==> src/rtl/pcib_pkg.sv <==
package pcib_pkg;

    localparam int DATA_W      = 64;
    localparam int N_WIN       = 4;
    localparam int WIN_W       = (N_WIN > 1) ? $clog2(N_WIN) : 1;
    localparam int REGION_BITS = 12;
    localparam int SLOT_BITS   = 6;
    localparam int IDX_W       = REGION_BITS - SLOT_BITS;
    localparam int FULL_BYTES  = DATA_W / 8;

    // register slot map (index = offset >> SLOT_BITS)
    localparam int IDX_CTRL    = 0;
    localparam int IDX_ERRSTAT = 1;
    localparam int IDX_ERRMASK = 2;
    localparam int IDX_INVALL  = 3;
    localparam int IDX_BASE0   = 8;
    localparam int IDX_MASK0   = IDX_BASE0 + N_WIN;
    localparam int IDX_XLAT0   = IDX_MASK0 + N_WIN;

    // control word reset pattern
    localparam int CTRL_BIT_A   = 20;
    localparam int CTRL_BIT_B   = 32;
    localparam int CTRL_FLD_LSB = 36;
    localparam logic [DATA_W-1:0] CTRL_RST =
        (DATA_W'(1) << CTRL_BIT_A) | (DATA_W'(1) << CTRL_BIT_B) |
        (DATA_W'(2) << CTRL_FLD_LSB);

    typedef enum logic [2:0] {
        RK_CTRL,
        RK_BASE,
        RK_MASK,
        RK_XLAT,
        RK_ZERO,     // reads zero, write discarded
        RK_ZERO_RO,  // reads zero, write is an error
        RK_NONE      // unimplemented or undefined
    } reg_kind_e;

    typedef struct packed {
        reg_kind_e        kind;
        logic [WIN_W-1:0] win;
    } reg_sel_t;

    typedef struct packed {
        logic              err;
        logic [DATA_W-1:0] rdata;
    } rsp_t;

    function automatic reg_sel_t decode_index(input logic [IDX_W-1:0] idx);
        reg_sel_t s;
        int       i;
        i      = int'(idx);
        s.kind = RK_NONE;
        s.win  = '0;
        if (i == IDX_CTRL) begin
            s.kind = RK_CTRL;
        end else if (i == IDX_ERRSTAT || i == IDX_INVALL) begin
            s.kind = RK_ZERO;
        end else if (i == IDX_ERRMASK) begin
            s.kind = RK_ZERO_RO;
        end else if (i >= IDX_BASE0 && i < IDX_BASE0 + N_WIN) begin
            s.kind = RK_BASE;
            s.win  = WIN_W'(i - IDX_BASE0);
        end else if (i >= IDX_MASK0 && i < IDX_MASK0 + N_WIN) begin
            s.kind = RK_MASK;
            s.win  = WIN_W'(i - IDX_MASK0);
        end else if (i >= IDX_XLAT0 && i < IDX_XLAT0 + N_WIN) begin
            s.kind = RK_XLAT;
            s.win  = WIN_W'(i - IDX_XLAT0);
        end
        return s;
    endfunction

endpackage

==> src/rtl/pcib_decode.sv <==
module pcib_decode
    import pcib_pkg::*;
#(
    parameter int                ADDR_W    = 32,
    parameter logic [ADDR_W-1:0] BASE_ADDR = '0
) (
    input  logic              req_valid,
    input  logic              req_write,
    input  logic [ADDR_W-1:0] req_addr,
    input  logic [3:0]        req_bytes,
    input  logic              busy,
    output logic              accept,
    output logic              fwd,
    output logic              do_write,
    output logic              bad,
    output reg_sel_t          sel
);

    logic hit;
    logic size_bad;

    assign hit      = (req_addr[ADDR_W-1:REGION_BITS] == BASE_ADDR[ADDR_W-1:REGION_BITS]);
    assign sel      = decode_index(req_addr[REGION_BITS-1:SLOT_BITS]);
    assign size_bad = (req_bytes != 4'(FULL_BYTES));

    always_comb begin
        bad = size_bad;
        case (sel.kind)
            RK_NONE:    bad = 1'b1;
            RK_ZERO_RO: if (req_write) bad = 1'b1;
            default:    ;
        endcase
    end

    assign accept   = req_valid & hit & ~busy;
    assign fwd      = req_valid & ~hit;
    assign do_write = accept & req_write & ~bad;

endmodule

==> src/rtl/pcib_regs.sv <==
module pcib_regs
    import pcib_pkg::*;
(
    input  logic                    clk,
    input  logic                    rst,
    input  logic                    wr_en,
    input  reg_sel_t                sel,
    input  logic [DATA_W-1:0]       wdata,
    output logic [DATA_W-1:0]       rd_data,
    output logic [DATA_W-1:0]       ctrl_q,
    output logic [N_WIN*DATA_W-1:0] base_flat,
    output logic [N_WIN*DATA_W-1:0] mask_flat,
    output logic [N_WIN*DATA_W-1:0] xlat_flat
);

    logic [DATA_W-1:0] base_a [N_WIN];
    logic [DATA_W-1:0] mask_a [N_WIN];
    logic [DATA_W-1:0] xlat_a [N_WIN];

    always_ff @(posedge clk) begin
        if (rst) begin
            ctrl_q <= CTRL_RST;
        end else if (wr_en && sel.kind == RK_CTRL) begin
            ctrl_q <= wdata;
        end
    end

    for (genvar w = 0; w < N_WIN; w++) begin : g_win
        logic [DATA_W-1:0] base_r;
        logic [DATA_W-1:0] mask_r;
        logic [DATA_W-1:0] xlat_r;
        logic              pick;

        assign pick = wr_en && (sel.win == WIN_W'(w));

        always_ff @(posedge clk) begin
            if (rst) begin
                base_r <= '0;
                mask_r <= '0;
                xlat_r <= '0;
            end else if (pick) begin
                case (sel.kind)
                    RK_BASE: base_r <= wdata;
                    RK_MASK: mask_r <= wdata;
                    RK_XLAT: xlat_r <= wdata;
                    default: ;
                endcase
            end
        end

        assign base_a[w] = base_r;
        assign mask_a[w] = mask_r;
        assign xlat_a[w] = xlat_r;
        assign base_flat[w*DATA_W +: DATA_W] = base_r;
        assign mask_flat[w*DATA_W +: DATA_W] = mask_r;
        assign xlat_flat[w*DATA_W +: DATA_W] = xlat_r;
    end

    always_comb begin
        case (sel.kind)
            RK_CTRL: rd_data = ctrl_q;
            RK_BASE: rd_data = base_a[sel.win];
            RK_MASK: rd_data = mask_a[sel.win];
            RK_XLAT: rd_data = xlat_a[sel.win];
            default: rd_data = '0;
        endcase
    end

    AST_CTRL_RESET_PATTERN: assert property (@(posedge clk) disable iff (rst)
        $past(rst) |-> ctrl_q == CTRL_RST);

    AST_CTRL_HOLD_NO_WRITE: assert property (@(posedge clk) disable iff (rst)
        !wr_en |=> $stable(ctrl_q));

    AST_BASE0_HOLD_NO_WRITE: assert property (@(posedge clk) disable iff (rst)
        !wr_en |=> $stable(base_a[0]));

endmodule

==> src/rtl/pcib_resp.sv <==
module pcib_resp
    import pcib_pkg::*;
#(
    parameter int LATENCY = 3
) (
    input  logic              clk,
    input  logic              rst,
    input  logic              accept,
    input  rsp_t              rsp_in,
    output logic              busy,
    output logic              rsp_valid,
    output logic              rsp_err,
    output logic [DATA_W-1:0] rsp_rdata
);

    localparam int CNT_W = (LATENCY > 1) ? $clog2(LATENCY) : 1;

    logic [CNT_W-1:0] cnt;
    rsp_t             held;

    always_ff @(posedge clk) begin
        if (rst) begin
            busy      <= 1'b0;
            cnt       <= '0;
            rsp_valid <= 1'b0;
            held      <= '0;
        end else begin
            rsp_valid <= 1'b0;
            if (accept) begin
                busy <= 1'b1;
                cnt  <= CNT_W'(LATENCY - 1);
                held <= rsp_in;
            end else if (busy) begin
                if (cnt == '0) begin
                    busy      <= 1'b0;
                    rsp_valid <= 1'b1;
                end else begin
                    cnt <= cnt - 1'b1;
                end
            end
        end
    end

    assign rsp_err   = rsp_valid & held.err;
    assign rsp_rdata = rsp_valid ? held.rdata : '0;

    AST_RSP_ONE_CYCLE: assert property (@(posedge clk) disable iff (rst)
        rsp_valid |=> !rsp_valid);

    AST_BUSY_ENDS_WITH_RSP: assert property (@(posedge clk) disable iff (rst)
        $fell(busy) |-> rsp_valid);

    AST_ERR_DATA_ZERO: assert property (@(posedge clk) disable iff (rst)
        (rsp_valid && rsp_err) |-> rsp_rdata == '0);

    AST_NO_ACCEPT_WHILE_BUSY: assert property (@(posedge clk) disable iff (rst)
        busy |-> !accept);

endmodule

==> src/rtl/pcib_regfile.sv <==
module pcib_regfile
    import pcib_pkg::*;
#(
    parameter int                ADDR_W    = 32,
    parameter logic [ADDR_W-1:0] BASE_ADDR = 32'h0008_0000,
    parameter int                LATENCY   = 3
) (
    input  logic                    clk,
    input  logic                    rst,
    input  logic                    req_valid,
    input  logic                    req_write,
    input  logic [ADDR_W-1:0]       req_addr,
    input  logic [3:0]              req_bytes,
    input  logic [DATA_W-1:0]       req_wdata,
    output logic                    req_ready,
    output logic                    req_fwd,
    output logic                    rsp_valid,
    output logic                    rsp_err,
    output logic [DATA_W-1:0]       rsp_rdata,
    output logic [DATA_W-1:0]       ctrl_o,
    output logic [N_WIN*DATA_W-1:0] win_base_o,
    output logic [N_WIN*DATA_W-1:0] win_mask_o,
    output logic [N_WIN*DATA_W-1:0] win_xlat_o
);

    logic              busy;
    logic              accept;
    logic              do_write;
    logic              bad;
    reg_sel_t          sel;
    logic [DATA_W-1:0] rd_data;
    rsp_t              rsp_in;

    pcib_decode #(
        .ADDR_W    (ADDR_W),
        .BASE_ADDR (BASE_ADDR)
    ) u_decode (
        .req_valid (req_valid),
        .req_write (req_write),
        .req_addr  (req_addr),
        .req_bytes (req_bytes),
        .busy      (busy),
        .accept    (accept),
        .fwd       (req_fwd),
        .do_write  (do_write),
        .bad       (bad),
        .sel       (sel)
    );

    pcib_regs u_regs (
        .clk       (clk),
        .rst       (rst),
        .wr_en     (do_write),
        .sel       (sel),
        .wdata     (req_wdata),
        .rd_data   (rd_data),
        .ctrl_q    (ctrl_o),
        .base_flat (win_base_o),
        .mask_flat (win_mask_o),
        .xlat_flat (win_xlat_o)
    );

    always_comb begin
        rsp_in.err   = bad;
        rsp_in.rdata = (bad || req_write) ? '0 : rd_data;
    end

    pcib_resp #(
        .LATENCY (LATENCY)
    ) u_resp (
        .clk       (clk),
        .rst       (rst),
        .accept    (accept),
        .rsp_in    (rsp_in),
        .busy      (busy),
        .rsp_valid (rsp_valid),
        .rsp_err   (rsp_err),
        .rsp_rdata (rsp_rdata)
    );

    assign req_ready = ~busy;

    AST_FWD_NO_EFFECT: assert property (@(posedge clk) disable iff (rst)
        req_fwd |=> $stable(ctrl_o) && $stable(win_base_o));

    AST_READY_LOW_UNTIL_RSP: assert property (@(posedge clk) disable iff (rst)
        $rose(req_ready) |-> rsp_valid);

endmodule

==> config.mk <==
export PLATFORM = sky130hd
export DESIGN_NAME = pcib_regfile
export DESIGN_NICKNAME = d
export VERILOG_FILES = /design/src/rtl/pcib_pkg.sv /design/src/rtl/pcib_decode.sv /design/src/rtl/pcib_regs.sv /design/src/rtl/pcib_resp.sv /design/src/rtl/pcib_regfile.sv
export SDC_FILE = /design/constraint.sdc
export NUM_CORES = 2
export LEC_CHECK = 0
export ABC_AREA = 0
export BUFFER_PORTS_ARGS = -buffer_cell sky130_fd_sc_hd__buf_4
export CAP_MARGIN = 10
export CORE_AREA = 2 2 393 395
export CTS_CLUSTER_SIZE = 14
export DETAILED_ROUTE_END_ITERATION = 12
export DIE_AREA = 0 0 395 397
export PLACE_DENSITY = 0.53
export SLEW_MARGIN = 20
export SYNTH_ARGS = -nofsm -noshare
export SYNTH_HDL_FRONTEND = slang
export SYNTH_SLANG_ARGS = --single-unit
export TNS_END_PERCENT = 10
==> constraint.sdc <==
create_clock -name clk -period 2.6 [get_ports clk]
set_input_delay 0.26 -clock clk [delete_from_list [all_inputs] [get_ports clk]]
set_output_delay 0.26 -clock clk [all_outputs]
set_load 0.01 [all_outputs]
==> results.json <==
{
  "start_kind": "flip-flop",
  "fin_cells": 7993,
  "drive_gt1_frac": 0.250,
  "crit_required_ns": 2.34,
  "syn_nets": 5028,
  "cp_cell_sequence": "buf_4 > and2_1 > buf_4",
  "vias": 41200,
  "dr.pass1.iters": 5,
  "yosys-top-cells-area": "dfxtp_1 47%, nand2_1 18%, a21oi_1 11%",
  "clk_latency_ns": 0.76,
  "hold_violations": 0,
  "synth_area_mm2": 0.0381,
  "port_buffers": 997,
  "post_drt_wl_per_cell_um": 26.7,
  "cts_tree": "built",
  "critical_path_class": "reg2out",
  "htree_levels": 3,
  "clockBufferDepth": 3,
  "die_h_um": 397,
  "fin_area_mm2": 0.0532,
  "path_max_fanout": 19,
  "area_delta_synth_final_pct": 39.6,
  "outcome": "finished clean",
  "rows": 144,
  "synth.distinct_cells": 44,
  "fin_crit_ns": 2.48,
  "total_power_w": 0.0303,
  "viasPerCell": 5.16,
  "crit_path_start": "u_resp.rsp_valid",
  "start_util": 0.249,
  "core_mm2": 0.153,
  "final.period_utilization": 0.954,
  "synth-seq-area-share": 0.474,
  "avgSynthCellArea_um2": 7.74,
  "crit_slowest_cell": "dfxtp_4",
  "fin_skew_ns": 0.0650,
  "wl_um": 213000,
  "max_stage_delay_ns": 0.60,
  "nets": 5971,
  "crit_buf_inv": 2,
  "hpwl_um": 148000,
  "fin_ws_ns": 0.121,
  "crit_top_cell": "buf_4",
  "grt_overflow_total": 0,
  "grt_pass1_vias": 38400,
  "ys_warn_count": 0,
  "max_freq_mhz": 403,
  "netlist_instances": 4924,
  "cts_root_buffer": "clkbuf_16",
  "timing.rr.start": "u_regs.g_win[0].mask_r[46]",
  "setup_viol": 0,
  "max-vdd-ir-drop_mv": 0.458,
  "whs_path_depth": 6,
  "rsz0062_at_grt": "no",
  "antenna_found_initial": 3,
  "arrival_ns": 2.22,
  "slew-limit-headroom": 0.475,
  "cts_buffers": 102,
  "hold_path.class": "in2reg",
  "reg2regPathDepth": 5,
  "tns_ns": 0,
  "hold_start": "req_bytes[0]",
  "grt_use_total": 0.258,
  "grt_pass1_wl_um": 294000,
  "drt_iter0_markers": 4085,
  "dp_slack_ns": -0.0857,
  "crit_path_end_kind": "output port",
  "maxSlewViolCount": 0,
  "synth_edf_count": 0,
  "cellPowerDensity_mw_per_mm2": 570,
  "worst_slew_pin_slew_ns": 0.788,
  "cts.repair.resized": 0,
  "yosys.area.top_type": "dfxtp_1",
  "synth-async-reset-ratio": 0,
  "dominantRegCellSynth": "dfxtp_1",
  "ys_ff_latch": 901,
  "ant_nets": 0,
  "clkTransAtPathRegs_ns": 0.06,
  "p_leak_nw": 19.9,
  "drcViolationCount": 0,
  "grt_max_degree": 146,
  "numClockSinks": 901,
  "dpl.cell_count": 7741,
  "worstSetupPathDepth": 3,
  "die_w_um": 395,
  "crit_family": "flip-flops",
  "io_pins": 1004,
  "synthTopCellsByCount": "1783 x nand2_1, 901 x dfxtp_1, 852 x a21oi_1",
  "yosysMostFrequentCell": "nand2_1",
  "gp_congestion": 0.877,
  "place_area_mm2": 0.0491,
  "synth_top_cell_area_share": 0.474,
  "cap_violations": 0,
  "die-area_mm2": 0.157
}
==> layout by cell type (no fill, tap or decap), types with 14 or more instances in the layout <==
cell type | netlist | final
clkbuf_8 | 0 | 22
and3_4 | 0 | 14
a21oi_1 | 852 | 852
nor2_1 | 124 | 123
clkbuf_16 | 0 | 102
mux4_2 | 50 | 50
nand2_1 | 1783 | 1783
buf_4 | 71 | 1140
inv_1 | 14 | 14
dlygate4sd3_1 | 0 | 66
nand3_1 | 56 | 52
buf_12 | 0 | 89
a211oi_1 | 117 | 117
and2_1 | 73 | 73
o21ai_0 | 129 | 129
o21ai_1 | 66 | 66
dfxtp_1 | 901 | 900
mux2i_1 | 136 | 136
clkbuf_1 | 279 | 27
o211ai_1 | 67 | 67
==> registers in the layout, summed over array words and instances (netlist names) <==
signal / count
u_resp.rsp_valid: 1
u_regs.g_win.mask_r: 256
u_regs.ctrl_q: 64
u_resp.held: 65
u_resp.cnt: 2
u_resp.busy: 1
u_regs.g_win.xlat_r: 256
u_regs.g_win.base_r: 256
==> worst min-delay path, stage by stage <==
cell and delay [ns]:
buf_4 0.09, nor4b_4 0.05, buf_12 0.14, o211ai_1 0.08, o21ai_0 0.08, nor2_1 0.08
==> path summary, 6_finish.rpt <==
path,end,slack [ns]
worst max-delay path,rsp_rdata[29],0.12
worst min-delay path,u_resp.held[64],0.12
worst max register to register,u_resp.held[46],0.65
worst min register to register,u_resp.rsp_valid,0.42
==> metal layers <==
layer,track usage,vias to the layer above,share of wire
met3,0.0662,478,0.10
met2,0.412,2311,0.45
met1,0.323,20100,0.39
li1,-,18300,-
met4,0.125,2,0.054
met5,0,-,0.000042
==> cell type report <==
class | count | area, µm²
Multi-Input combinational cell | 3550 | 18100
Inverter | 14 | 52.6
Clock buffer | 151 | 2960
Timing Repair Buffer | 1298 | 11000
Tap cell | 2044 | 2560
Sequential cell | 901 | 18000
Antenna cell | 4 | 10.0
Clock inverter | 31 | 455
Fill cell | 16000 | 99800
==> cell families after synthesis <==
group                  share of synthesized area
buffers and inverters                     0.0572
AND/OR/NAND/NOR                            0.222
multiplexers                              0.0671
AO/OA/AOI/OAI                              0.181
flip-flops                                 0.474
==> where the power goes <==
part / leakage, nW / switching (W) / internal, W
combinational: 11.0 / 0.00110 / 0.000472
sequential: 7.25 / 0.0000000000959 / 0.0138
clock: 1.66 / 0.00645 / 0.00850
==> per-stage QoR <==
stage / util / hold slack (ns)
after floorplan: - / 0.396
after global placement: 0.321 / 0.425
after detailed placement: 0.321 / 0.435
after CTS: 0.348 / 0.0492
after global routing: 0.348 / 0.0984
final: 0.348 / 0.116
==> what timing repair did <==
action | CTS | global route
endpoints found under the hold margin | 834 | 0
setup buffers | 0 | 0
hold buffers | 66 | 0
endpoints found under the setup margin | 0 | 0
Note: power is estimated with default switching activity, not from simulation.
